**config.mk**
```make
export PLATFORM = sky130hd
export DESIGN_NAME = lsu_wrap_unit
export DESIGN_NICKNAME = d
export VERILOG_FILES = /design/src/rtl/lsu_pkg.sv /design/src/rtl/lsu_ea_calc.sv /design/src/rtl/lsu_byte_seq.sv /design/src/rtl/lsu_load_pack.sv /design/src/rtl/lsu_wrap_unit.sv
export SDC_FILE = /design/constraint.sdc
export NUM_CORES = 1
export LEC_CHECK = 0
export ABC_CLOCK_PERIOD_IN_PS = 1500
export BUFFER_PORTS_ARGS = -buffer_cell sky130_fd_sc_hd__buf_2
export CORE_MARGIN = 3
export CORE_UTILIZATION = 31
export CTS_BUF_LIST = sky130_fd_sc_hd__clkbuf_8
export CTS_CLUSTER_DIAMETER = 60
export CTS_CLUSTER_SIZE = 40
export DETAILED_ROUTE_END_ITERATION = 7
export GPL_ROUTABILITY_DRIVEN = 0
export GPL_TIMING_DRIVEN = 0
export HOLD_SLACK_MARGIN = 0.06
export PLACE_DENSITY = 0.61
export SYNTH_ARGS = -nofsm -noshare
export SYNTH_HDL_FRONTEND = slang
export SYNTH_SLANG_ARGS = --single-unit
```
**constraint.sdc**
```tcl
create_clock -name clk -period 1.5 [get_ports clk]
set_input_delay 0 -clock clk [delete_from_list [all_inputs] [get_ports clk]]
set_output_delay 0 -clock clk [all_outputs]
set_load 0.01 [all_outputs]
```
**src/rtl/lsu_pkg.sv**
```systemverilog
package lsu_pkg;

  localparam int WORD_BYTES = 4;
  localparam int WORD_W     = 8 * WORD_BYTES;
  localparam int CNT_W      = $clog2(WORD_BYTES + 1);

  typedef enum logic [2:0] {
    OP_LB  = 3'd0,
    OP_LBU = 3'd1,
    OP_LH  = 3'd2,
    OP_LHU = 3'd3,
    OP_LW  = 3'd4,
    OP_SB  = 3'd5,
    OP_SH  = 3'd6,
    OP_SW  = 3'd7
  } lsu_op_e;

  typedef enum logic [1:0] {
    ST_IDLE    = 2'd0,
    ST_ACCESS  = 2'd1,
    ST_COLLECT = 2'd2,
    ST_RESP    = 2'd3
  } lsu_state_e;

  function automatic logic op_is_store(lsu_op_e op);
    return (op == OP_SB) || (op == OP_SH) || (op == OP_SW);
  endfunction

  function automatic logic [CNT_W-1:0] op_bytes(lsu_op_e op);
    case (op)
      OP_LB, OP_LBU, OP_SB: return CNT_W'(1);
      OP_LH, OP_LHU, OP_SH: return CNT_W'(2);
      default:              return CNT_W'(WORD_BYTES);
    endcase
  endfunction

endpackage

```
**src/rtl/lsu_ea_calc.sv**
```systemverilog
module lsu_ea_calc
  import lsu_pkg::*;
#(
  parameter int ADDR_W = 12
) (
  input  lsu_op_e            op,
  input  logic [ADDR_W-1:0]  base,
  input  logic [ADDR_W-1:0]  offset,
  output logic [ADDR_W-1:0]  ea,
  output logic [CNT_W-1:0]   nbytes,
  output logic               is_store
);
  // Only the low address bits of base and extended offset can reach a
  // wrapped address, so the sum is taken at address width directly.
  assign ea       = base + offset;
  assign nbytes   = op_bytes(op);
  assign is_store = op_is_store(op);
endmodule

```
**src/rtl/lsu_byte_seq.sv**
```systemverilog
module lsu_byte_seq
  import lsu_pkg::*;
#(
  parameter int ADDR_W = 12
) (
  input  logic               clk,
  input  logic               rst_n,
  input  logic               start,
  input  logic [ADDR_W-1:0]  ea,
  input  logic [CNT_W-1:0]   nbytes,
  input  logic               is_store,
  input  logic [WORD_W-1:0]  wdata,
  input  logic               res_ready,
  output logic               idle,
  output logic               mem_en,
  output logic               mem_we,
  output logic [ADDR_W-1:0]  mem_addr,
  output logic [7:0]         mem_wdata,
  output logic               capture,
  output logic               res_valid,
  output logic               done
);
  localparam logic [ADDR_W-1:0] ADDR_ONE = ADDR_W'(1);
  localparam logic [CNT_W-1:0]  CNT_ONE  = CNT_W'(1);

  lsu_state_e          state_q;
  logic [ADDR_W-1:0]   addr_q;
  logic [CNT_W-1:0]    idx_q;
  logic [CNT_W-1:0]    n_q;
  logic                st_q;
  logic [WORD_W-1:0]   sh_q;
  logic [WORD_W-1:0]   sh_init;
  logic                rd_pend_q;
  logic                done_q;
  logic                last;

  // Left-justify the covered low bytes so the most significant goes first.
  always_comb begin
    case (nbytes)
      CNT_W'(1): sh_init = {wdata[7:0],  {(WORD_W-8){1'b0}}};
      CNT_W'(2): sh_init = {wdata[15:0], {(WORD_W-16){1'b0}}};
      default:   sh_init = wdata;
    endcase
  end

  assign last = (idx_q + CNT_ONE) == n_q;

  always_ff @(posedge clk) begin
    if (!rst_n) begin
      state_q   <= ST_IDLE;
      addr_q    <= '0;
      idx_q     <= '0;
      n_q       <= '0;
      st_q      <= 1'b0;
      sh_q      <= '0;
      rd_pend_q <= 1'b0;
      done_q    <= 1'b0;
    end else begin
      rd_pend_q <= (state_q == ST_ACCESS) && !st_q;
      done_q    <= ((state_q == ST_ACCESS) && last && st_q) ||
                   ((state_q == ST_RESP) && res_ready);
      case (state_q)
        ST_IDLE: begin
          if (start) begin
            addr_q  <= ea;
            idx_q   <= '0;
            n_q     <= nbytes;
            st_q    <= is_store;
            sh_q    <= sh_init;
            state_q <= ST_ACCESS;
          end
        end
        ST_ACCESS: begin
          addr_q <= addr_q + ADDR_ONE;
          idx_q  <= idx_q + CNT_ONE;
          sh_q   <= {sh_q[WORD_W-9:0], 8'h00};
          if (last) state_q <= st_q ? ST_IDLE : ST_COLLECT;
        end
        ST_COLLECT: state_q <= ST_RESP;
        ST_RESP:    if (res_ready) state_q <= ST_IDLE;
        default:    state_q <= ST_IDLE;
      endcase
    end
  end

  assign idle      = (state_q == ST_IDLE);
  assign mem_en    = (state_q == ST_ACCESS);
  assign mem_we    = mem_en && st_q;
  assign mem_addr  = addr_q;
  assign mem_wdata = sh_q[WORD_W-1 -: 8];
  assign capture   = rd_pend_q;
  assign res_valid = (state_q == ST_RESP);
  assign done      = done_q;
endmodule

```
**src/rtl/lsu_load_pack.sv**
```systemverilog
module lsu_load_pack
  import lsu_pkg::*;
(
  input  logic               clk,
  input  logic               rst_n,
  input  logic               clear,
  input  logic               capture,
  input  logic [7:0]         rdata,
  input  lsu_op_e            op,
  input  logic               dest_zero,
  output logic [WORD_W-1:0]  data
);
  logic [WORD_W-1:0] acc_q;
  logic [WORD_W-1:0] ext;

  always_ff @(posedge clk) begin
    if (!rst_n)       acc_q <= '0;
    else if (clear)   acc_q <= '0;
    else if (capture) acc_q <= {acc_q[WORD_W-9:0], rdata};
  end

  always_comb begin
    case (op)
      OP_LB:   ext = {{(WORD_W-8){acc_q[7]}},   acc_q[7:0]};
      OP_LBU:  ext = {{(WORD_W-8){1'b0}},       acc_q[7:0]};
      OP_LH:   ext = {{(WORD_W-16){acc_q[15]}}, acc_q[15:0]};
      OP_LHU:  ext = {{(WORD_W-16){1'b0}},      acc_q[15:0]};
      default: ext = acc_q;
    endcase
  end

  assign data = dest_zero ? '0 : ext;
endmodule

```
**src/rtl/lsu_wrap_unit.sv**
```systemverilog
module lsu_wrap_unit
  import lsu_pkg::*;
#(
  parameter int ADDR_W = 12,
  parameter int RIDX_W = 5
) (
  input  logic               clk,
  input  logic               rst_n,
  input  logic               req_valid,
  output logic               req_ready,
  input  logic [2:0]         req_op,
  input  logic [ADDR_W-1:0]  req_base,
  input  logic [ADDR_W-1:0]  req_offset,
  input  logic [WORD_W-1:0]  req_wdata,
  input  logic [RIDX_W-1:0]  req_rd,
  output logic               mem_en,
  output logic               mem_we,
  output logic [ADDR_W-1:0]  mem_addr,
  output logic [7:0]         mem_wdata,
  input  logic [7:0]         mem_rdata,
  output logic               res_valid,
  input  logic               res_ready,
  output logic [WORD_W-1:0]  res_data,
  output logic [RIDX_W-1:0]  res_rd,
  output logic               done
);
  lsu_op_e            op_in;
  lsu_op_e            op_q;
  logic [RIDX_W-1:0]  rd_q;
  logic               start;
  logic               idle;
  logic               capture;
  logic [ADDR_W-1:0]  ea;
  logic [CNT_W-1:0]   nbytes;
  logic               is_store;

  assign op_in     = lsu_op_e'(req_op);
  assign req_ready = idle;
  assign start     = req_valid && idle;

  always_ff @(posedge clk) begin
    if (!rst_n) begin
      op_q <= OP_LB;
      rd_q <= '0;
    end else if (start) begin
      op_q <= op_in;
      rd_q <= req_rd;
    end
  end

  lsu_ea_calc #(.ADDR_W(ADDR_W)) u_ea (
    .op       (op_in),
    .base     (req_base),
    .offset   (req_offset),
    .ea       (ea),
    .nbytes   (nbytes),
    .is_store (is_store)
  );

  lsu_byte_seq #(.ADDR_W(ADDR_W)) u_seq (
    .clk       (clk),
    .rst_n     (rst_n),
    .start     (start),
    .ea        (ea),
    .nbytes    (nbytes),
    .is_store  (is_store),
    .wdata     (req_wdata),
    .res_ready (res_ready),
    .idle      (idle),
    .mem_en    (mem_en),
    .mem_we    (mem_we),
    .mem_addr  (mem_addr),
    .mem_wdata (mem_wdata),
    .capture   (capture),
    .res_valid (res_valid),
    .done      (done)
  );

  lsu_load_pack u_pack (
    .clk       (clk),
    .rst_n     (rst_n),
    .clear     (start),
    .capture   (capture),
    .rdata     (mem_rdata),
    .op        (op_q),
    .dest_zero (rd_q == '0),
    .data      (res_data)
  );

  assign res_rd = rd_q;
endmodule

```
* Yosys cells after proc, flatten, opt, wreduce, memory -nomap -nowiden
Index checks and enable logic that the tools add are counted.
Operators by class: multiplexer cells 15, reduce and logical (&&, ||, !) cells 21, add/sub/neg operators 3, bitwise gates (word level) 1, equal/unequal tests 18
Operators by type and width (number):
- $pmux 32 s2 | 2
- $pmux 32 s4 | 1
- $mux 32 | 2
- $pmux 12 s2 | 1
- $eq 3x2->1 const B | 5
- $add 12x1->12 const B | 1
- $add 12x12->12 | 1
- $mux 12 | 1
- $pmux 3 s2 | 2
- $eq 3x1->1 const B | 3
- $eq 3x3->1 const B | 3
- $mux 2 | 4
- $pmux 2 s4 | 1
- $logic_and 1x1->1 | 6
- $logic_not 3->1 | 2
- $reduce_or 3->1 | 2
- $logic_not 5->1 | 1
- $eq 2x2->1 const B | 2
- $ne 2x2->1 const B | 2
- $reduce_and 2->1 | 2
- $add 3x1->3 const B | 1
- $eq 3x3->1 | 1
- $logic_or 1x1->1 | 3
- $mux 3 | 1
- other kinds (8) | 8
Word-level totals: output and inout bits 62, word-level logic and storage cells 69, register bits after elaboration 95, bits of input ports 76

* Depth between registers and ports, before layout
Gate-level depths: netlist of run 1.
depth after elaboration 7, mapped depth 10, gate-level depth less buffers 9

* Modules after synthesis
A second synthesis of run 1 with hierarchy kept.
Second synthesis, totals: cell total of the unflattened synthesis 597, area total of the unflattened synthesis 5094.9 um^2
By module, submodules not included:
- lsu_byte_seq | sequential area each 1101.1 um^2, cells an instance 336, instances 1, area each 2711.4 um^2
- lsu_load_pack | sequential area each 640.6 um^2, cells an instance 157, instances 1, area each 1517.7 um^2
- lsu_ea_calc | sequential area each 0.0 um^2, cells an instance 64, instances 1, area each 530.5 um^2
- lsu_wrap_unit | sequential area each 160.2 um^2, cells an instance 40, instances 1, area each 335.3 um^2

* Worst setup path after synthesis of run 1
No wires, ideal clock.
kind flip-flop to flip-flop, start point register (tool-made name), end point register u_seq.sh_q[23], buffers on the path 3, library setup time 128 ps, data required time 1372 ps, setup slack -56 ps, cell stages (with the launch flop) 9, clock period less this slack 1556 ps, arrival 1429 ps, path through dfxtp_1 -> buf_2 -> or3b_1 -> buf_2 -> buf_6 -> a221oi_2 -> nor3_1 -> a21oi_1 -> nor2_1
RTL lines:
- to (signal assigned) | line lsu_byte_seq.sv:69 | sh_q <= sh_init;
- to (signal assigned) | line lsu_byte_seq.sv:76 | sh_q <= {sh_q[WORD_W-9:0], 8'h00};
- to (decl) | line lsu_byte_seq.sv:31 | logic [WORD_W-1:0] sh_q;

* Worst setup path in the final report of run 1
start point register rd_q[0], in the netlist res_rd[0], end point output res_data[27]
On the way: cells in the longest elaborated chain, start to end 2
Ends and longest elaborated chain:
- from (decl) | line lsu_wrap_unit.sv:29 | logic [RIDX_W-1:0] rd_q;
- from (signal assigned) | line lsu_wrap_unit.sv:47 | rd_q <= req_rd;
- $logic_not 5->1 | line lsu_wrap_unit.sv:86 | .dest_zero (rd_q == '0),
- $mux 32 | line lsu_load_pack.sv:32 | assign data = dest_zero ? '0 : ext;
- to (decl) | line lsu_wrap_unit.sv:23 | output logic [WORD_W-1:0] res_data,
No other way between the ends.

==> results of run 1 <==
==> cell usage in the layout, fill, tap and decap left out, drive strengths merged, types with 2 or more instances in the layout <==
cell,n
buf,199
dfxtp,95
a21oi,89
nor2,84
dlygate4sd3,52
nand2,41
mux2i,35
inv,30
clkbuf,24
nand3,21
o21ai,18
ha,16
o221ai,11
nor3,11
a22oi,10
nor2b,10
o211ai,8
a222oi,8
nand4,7
a221oi,7
xnor2,6
a21o,6
a211oi,5
bufinv,4
and2,4
xor2,3
and4,3
o21a,2
a21boi,2
o31ai,2
a31oi,2
or4,2
o22ai,2
nor3b,2
and3,2
==> through the flow <==
step / total power [mW] / TNS (ns) / util / hold WS, ns / setup slack [ns]
after floorplan: 3.99 / -0.0411 / - / 0.136 / -0.0327
after detailed placement: 4.62 / -31.81 / 0.386 / 0.244 / -0.667
final: 7.40 / -11.11 / 0.488 / 0.0840 / -0.402
after CTS: 7.26 / -12.09 / 0.469 / 0.0658 / -0.403
after global placement: 4.61 / -30.74 / 0.386 / 0.239 / -0.653
after global routing: 7.77 / -14.36 / 0.488 / 0.110 / -0.477
==> worst max-delay path, delay by kind of cell (launching register included) <==
| family | cells | cell delay [ns] |
|---|---|---|
| flops | 1 | 0.34 |
| compound gates | 2 | 0.28 |
| buf+inv | 2 | 0.34 |
| simple gates | 1 | 0.58 |
==> report_power, final <==
part | internal [mW] | switching [mW] | leakage, nW
clock network | 1.27 | 0.935 | 0.131
registers | 2.71 | 0.182 | 0.781
logic | 1.09 | 1.22 | 2.22
total | 5.07 | 2.34 | 3.14
==> registers in the layout, indices dropped and copies added, names as in the netlist, 3 cells and up, named ones only <==
| name | cells |
|---|---|
| res_rd | 5 |
| u_seq.sh_q | 32 |
| op_q | 3 |
| u_seq.mem_addr | 12 |
| u_seq.n_q | 3 |
| u_seq.idx_q | 3 |
| u_pack.acc_q | 32 |
==> metal layers <==
metal  wire length, um  part of all wire  vias to the layer above  track usage
met4               309             0.018                        0       0.0457
met1              7440              0.43                     2497        0.239
met2              8580              0.49                      192        0.333
li1                  -                 -                     2632            -
met3              1140             0.065                       22       0.0502
met5                 0                 0                        -            0
==> logic make-up after synthesis <==
kind of cell               count (synthesis)
and+or+nand+nor                          195
adders and majority gates                 17
xor gates and xnor gates                   9
DFF                                       95
buffers and inverters                     84
AOI/OAI and AO/OA                        179
muxes                                     36
==> final cells by class <==
type                            instances  area share
Tap cell                              211      0.0349
Clock buffer                            9      0.0164
Sequential cell                        95       0.255
Timing Repair Buffer                  219       0.202
Clock inverter                          7      0.0180
Multi-Input combinational cell        436       0.411
Inverter                               29      0.0147
Buffer                                 47      0.0477
==> timing repair <==
item	in CTS	in global routing
pin swaps	19	18
endpoints found under the setup margin	127	113
hold buffers	52	0
setup buffers	18	8
endpoints found under the hold margin	54	0
gates resized for setup	105	70
gates cloned	4	0
==> path summary, 6_finish.rpt <==
| check | to | slack [ns] |
|---|---|---|
| worst max-delay path | res_data[27] | -0.40 |
| worst min-delay path | u_seq.sh_q[23] | 0.08 |
| worst max register to register | u_seq.mem_addr[6] | -0.09 |
| worst min register to register | u_seq.sh_q[6] | 0.48 |
==> synthesized netlist by cell type, drive strengths merged (2+ instances only) <==
cell type	instances	share of area
nand2	41	0.031
nor3b	2	0.0052
dfxtp	95	0.38
clkbuf	20	0.015
nand3	21	0.021
o21ai	18	0.018
a31oi	2	0.0025
xor2	3	0.0052
mux2i	35	0.070
and3	2	0.0025
nor2	84	0.063
a21o	6	0.0092
a21oi	89	0.092
inv	29	0.022
a22oi	10	0.015
a21boi	2	0.0030
o31ai	2	0.0030
and2	4	0.0050
o221ai	11	0.019
o21a	2	0.0030
and4	3	0.0052
buf	35	0.040
a221oi	7	0.013
nor2b	10	0.012
nand4	7	0.0087
xnor2	6	0.010
o211ai	8	0.012
a211oi	5	0.0075
a222oi	8	0.016
ha	16	0.040
or4	2	0.0030
nor3	11	0.011
o22ai	2	0.0037
==> flow_summary.yaml, run 1 <==
outcome:
  outcome: "complete, but fails checks"
  violations: "setup timing"
global_route:
  gr-total-overflow: 0
  antenna_found_initial: 0
  grt_util_all_layers: 0.192
  grt_max_degree: 16
  grt_pass1_wl_um: 27200
  grt_pass1_vias: 5324
finish:
  fin_area_um2: 7560
  nets: 930
  syn_to_final_growth_pct: 51.0
  n_antenna_cell: 0
  multi_input_area_um2: 3110
  drive_gt1_frac: 0.378
  regArea_um2: 1930
  layout.cells.non_filler: 1053
  n_fill_cell: 1491
place:
  dpl.cell_count: 963
  io_buffers: 137
  place_area_um2: 5970
  hpwl_um: 11600
timing:
  rsz0062_at_grt: "yes"
  maxSlewViolCount: 0
  hold_viol: 0
  timing.final.crit_share: 1.27
  skew_ns: 0.00940
  setup-violations-final: 48
  period_needed_ns: 1.90
  fmax_mhz: 526
  max-slew-margin-rel: 0.440
  worstMarginPinSlew_ns: 0.840
  setup_slack_ns: -0.402
routing:
  vias: 5343
  dr.pass1.iters: 5
  drtIter0Drc: 414
  avgViaCountPerCell: 5.07
  drc: 0
  postRouteAntennaNets: 0
  drt_wl_total_um: 17500
  avgRoutedWirePerCell_um: 16.6
logic_synthesis:
  synthFlopType: "dfxtp_1"
  synth-simple-area-share: 0.180
  yosys_warnings: 0
  ys_seq_area_frac: 0.380
  synth_xor_area_frac: 0.0157
  synth_fa_ha_area_frac: 0.0440
  synthMuxAreaShare: 0.0722
  synth_fp_nets: 708
  synth_top_family_by_area: "compound AO/OA/AOI/OAI gates"
  netlist_area_um2: 5010
  avgSynthCellArea_um2: 8.14
  synth.distinct_cells: 61
  synth_compound_area_frac: 0.232
  ys_ff_latch: 95
  synth_edf_count: 0
  synth_async_sr_flop_share: 0
  syn_inst: 615
floorplan:
  pin_count: 138
  initial_utilization: 0.323
  die_area_um2: 17700
  std_cell_rows: 45
  dieHeight_um: 133
  die_x_um: 133
  coreArea_um2: 15500
clock_network:
  numCtsBuffers: 9
  h-tree-depth: 3
  cts_root_buf: "clkbuf_8"
  clk_latency_ns: 0.38
  clockBufferDepth: 2
  clkSinkCount: 95
  cts_tree: "done"
  clk_pin_slew_ns: 0.09
setup_path:
  r2r-start: "u_seq.state_q[0]"
  critPathKind: "flip-flop to output pin"
  worstSetupStartpointType: "flip-flop"
  crit_chain: "or4_4 > o22ai_4 > buf_6 > a21oi_2 > buf_2"
  crit_slowest_cell: "or4_4"
  max_stage_delay_ns: 0.58
  ff2ff_path_depth: 6
  crit_path_max_fanout: 5
  arrival_ns: 1.90
  required_ns: 1.50
  cp-startpoint: "res_rd[0]"
  crit_path_end_kind: "output pin"
hold_path:
  hp-class: "input pin to flip-flop"
  min_from: "req_wdata[23]"
  hold-path-cell-count: 5
power_and_ir_drop:
  power.density_nw_per_um2: 979
  vdd_drop_max_mv: 0.579
  leakage_nw: 3.14
job:
  cap_violations: 0
(Power assumes the default switching activity.)
==> run 2, diff against run 1 <==
--- a/config.mk
+++ b/config.mk
@@ -17,6 +17,7 @@
 export GPL_TIMING_DRIVEN = 0
 export HOLD_SLACK_MARGIN = 0.06
 export PLACE_DENSITY = 0.61
+export SETUP_SLACK_MARGIN = 0.5
 export SYNTH_ARGS = -nofsm -noshare
 export SYNTH_HDL_FRONTEND = slang
 export SYNTH_SLANG_ARGS = --single-unit
==> flow_summary.yaml, run 2 (synthesis gave the netlist of run 1 again) <==
clock_network:
  clockBufferDepth: 2
  clk_pin_slew_ns: 0.10
  h-tree-depth: 3
  cts_root_buf: "clkbuf_8"
  clk_latency_ns: 0.39
  cts_tree: "done"
  clkSinkCount: 95
  numCtsBuffers: 9
setup_path:
  crit_path_end_kind: "output pin"
  worst-path-stages: 6
  crit_slowest_cell: "or4_4"
  critPathTopFamily: "simple AND/OR/NAND/NOR gates"
  arrival_ns: 1.92
  crit_path_max_fanout: 5
  crit_buf_inv: 3
  rr_endpoint: "u_seq.sh_q[23]"
  critPathKind: "flip-flop to output pin"
  max_stage_delay_ns: 0.57
  required_ns: 1.50
  rrSetupSlack_ns: -0.23
  ff2ff_path_depth: 8
  worstSetupStartpointType: "flip-flop"
  crit_chain: "or4_4 > nor2_4 > buf_6 > buf_12 > a21oi_4 > buf_2"
hold_path:
  hold-path-cell-count: 4
  hp-class: "input pin to flip-flop"
  min_from: "req_offset[6]"
  hold_path_end: "u_seq.mem_addr[6]"
finish:
  n_fill_cell: 1227
  syn_to_final_growth_pct: 86.7
  final_common_cell: "buf_2"
  multi_input_area_um2: 3820
  n_antenna_cell: 0
  layout.cells.non_filler: 1107
  nets: 984
  fin_area_um2: 9350
  regArea_um2: 1950
  mostFrequentLayoutCells: "buf_2, dfxtp_1, buf_6, dlygate4sd3_1, nor2_1"
  drive_gt1_frac: 0.542
routing:
  drtIter0Drc: 438
  drt_wl_total_um: 20400
  postRouteAntennaNets: 0
  dr.pass1.iters: 6
  avgViaCountPerCell: 5.31
  vias: 5874
  drc: 0
  avgRoutedWirePerCell_um: 18.4
timing:
  period_needed_ns: 1.92
  rsz0062_at_grt: "yes"
  timing.final.crit_share: 1.28
  skew_ns: 0.0141
  fmax_mhz: 520
  max-slew-margin-rel: 0.479
  hold_viol: 0
  setup-violations-final: 127
  fin_hold_ws_ns: 0.0677
  setup_slack_ns: -0.423
  maxSlewViolCount: 0
  worstMarginPinSlew_ns: 0.782
place:
  dpl.cell_count: 963
  place_area_um2: 6500
  hpwl_um: 11800
  io_buffers: 137
power_and_ir_drop:
  p_clk_frac: 0.222
  p_int_mw: 5.53
  power.density_nw_per_um2: 894
  leakage_nw: 3.70
  vdd_drop_max_mv: 0.637
  seq_power_share: 0.350
  p_sw_frac: 0.339
  power.switching_mw: 2.83
  finalPower_mw: 8.36
  combPwrFrac: 0.428
floorplan:
  dieHeight_um: 133
  pin_count: 138
  std_cell_rows: 45
  die_area_um2: 17700
  die_x_um: 133
  coreArea_um2: 15500
  initial_utilization: 0.323
outcome:
  violations: "setup timing"
  outcome: "complete, but fails checks"
global_route:
  grt_pass1_wl_um: 30600
  grt_pass1_vias: 5757
  grt_max_degree: 15
  antenna_found_initial: 1
  gr-total-overflow: 0
  grt_util_all_layers: 0.216
job:
  cap_violations: 0
run 2: per-layer routing:
layer / up-vias / wire, um / global-route usage
li1: 2749 / - / -
met1: 2767 / 8080 / 0.271
met2: 290 / 10000 / 0.356
met3: 66 / 1490 / 0.0487
met4: 2 / 775 / 0.0943
met5: - / 13 / 0
run 2: through the flow:
step	setup slack, ns	util	setup TNS [ns]
floorplan	-0.0327	-	-0.0411
global placement	-0.317	0.420	-16.05
detailed placement	-0.341	0.420	-17.28
CTS	-0.448	0.564	-20.65
global route	-0.480	0.604	-28.39
finish	-0.423	0.604	-22.81
run 2: timing repair:
| action | 4_1_cts | 5_1_grt |
|---|---|---|
| setup endpoints to repair | 135 | 145 |
| resized for setup | 201 | 129 |
| hold buffers | 52 | 0 |
| setup buffers | 49 | 12 |
| cloned | 15 | 0 |
| hold endpoints to repair | 54 | 0 |
| pin swaps | 83 | 44 |
run 2: layout make-up:
cell class | count | share of cell area
Buffer | 55 | 0.0645
Clock buffer | 9 | 0.0132
Clock inverter | 7 | 0.00870
Inverter | 29 | 0.0130
Multi-Input combinational cell | 436 | 0.409
Sequential cell | 95 | 0.208
Tap cell | 211 | 0.0282
Timing Repair Buffer | 265 | 0.255
run 2: power groups by stage:
stage / Combinational (mW) / Sequential [mW] / Clock (mW)
floorplan: 1.35 / 2.90 / 0
global placement: 1.97 / 2.91 / 0
detailed placement: 1.98 / 2.91 / 0
CTS: 3.15 / 2.88 / 1.87
global route: 3.77 / 2.95 / 1.96
finish: 3.58 / 2.93 / 1.85
run 2: worst max-delay path by stage:
| stage | startpoint | endpoint | slack, ns |
|---|---|---|---|
| after floorplan | u_seq.state_q[0] | u_seq.sh_q[23] | -0.03 |
| after global placement | flip-flop | u_seq.sh_q[5] | -0.32 |
| after detailed placement | flip-flop | u_seq.sh_q[6] | -0.34 |
| after CTS | res_rd[3] | res_data[9] | -0.45 |
| after global routing | res_rd[3] | res_data[16] | -0.48 |
| final | res_rd[3] | res_data[9] | -0.42 |
run 2: worst reg2reg max path, cell delays in order, from the launching register on:
cell and delay (ns):
dfxtp_2 0.34, buf_6 0.12, or3b_4 0.41, buf_8 0.15
buf_12 0.15, a221oi_2 0.19, nor3_1 0.07, a21oi_1 0.13
nor2_1 0.06
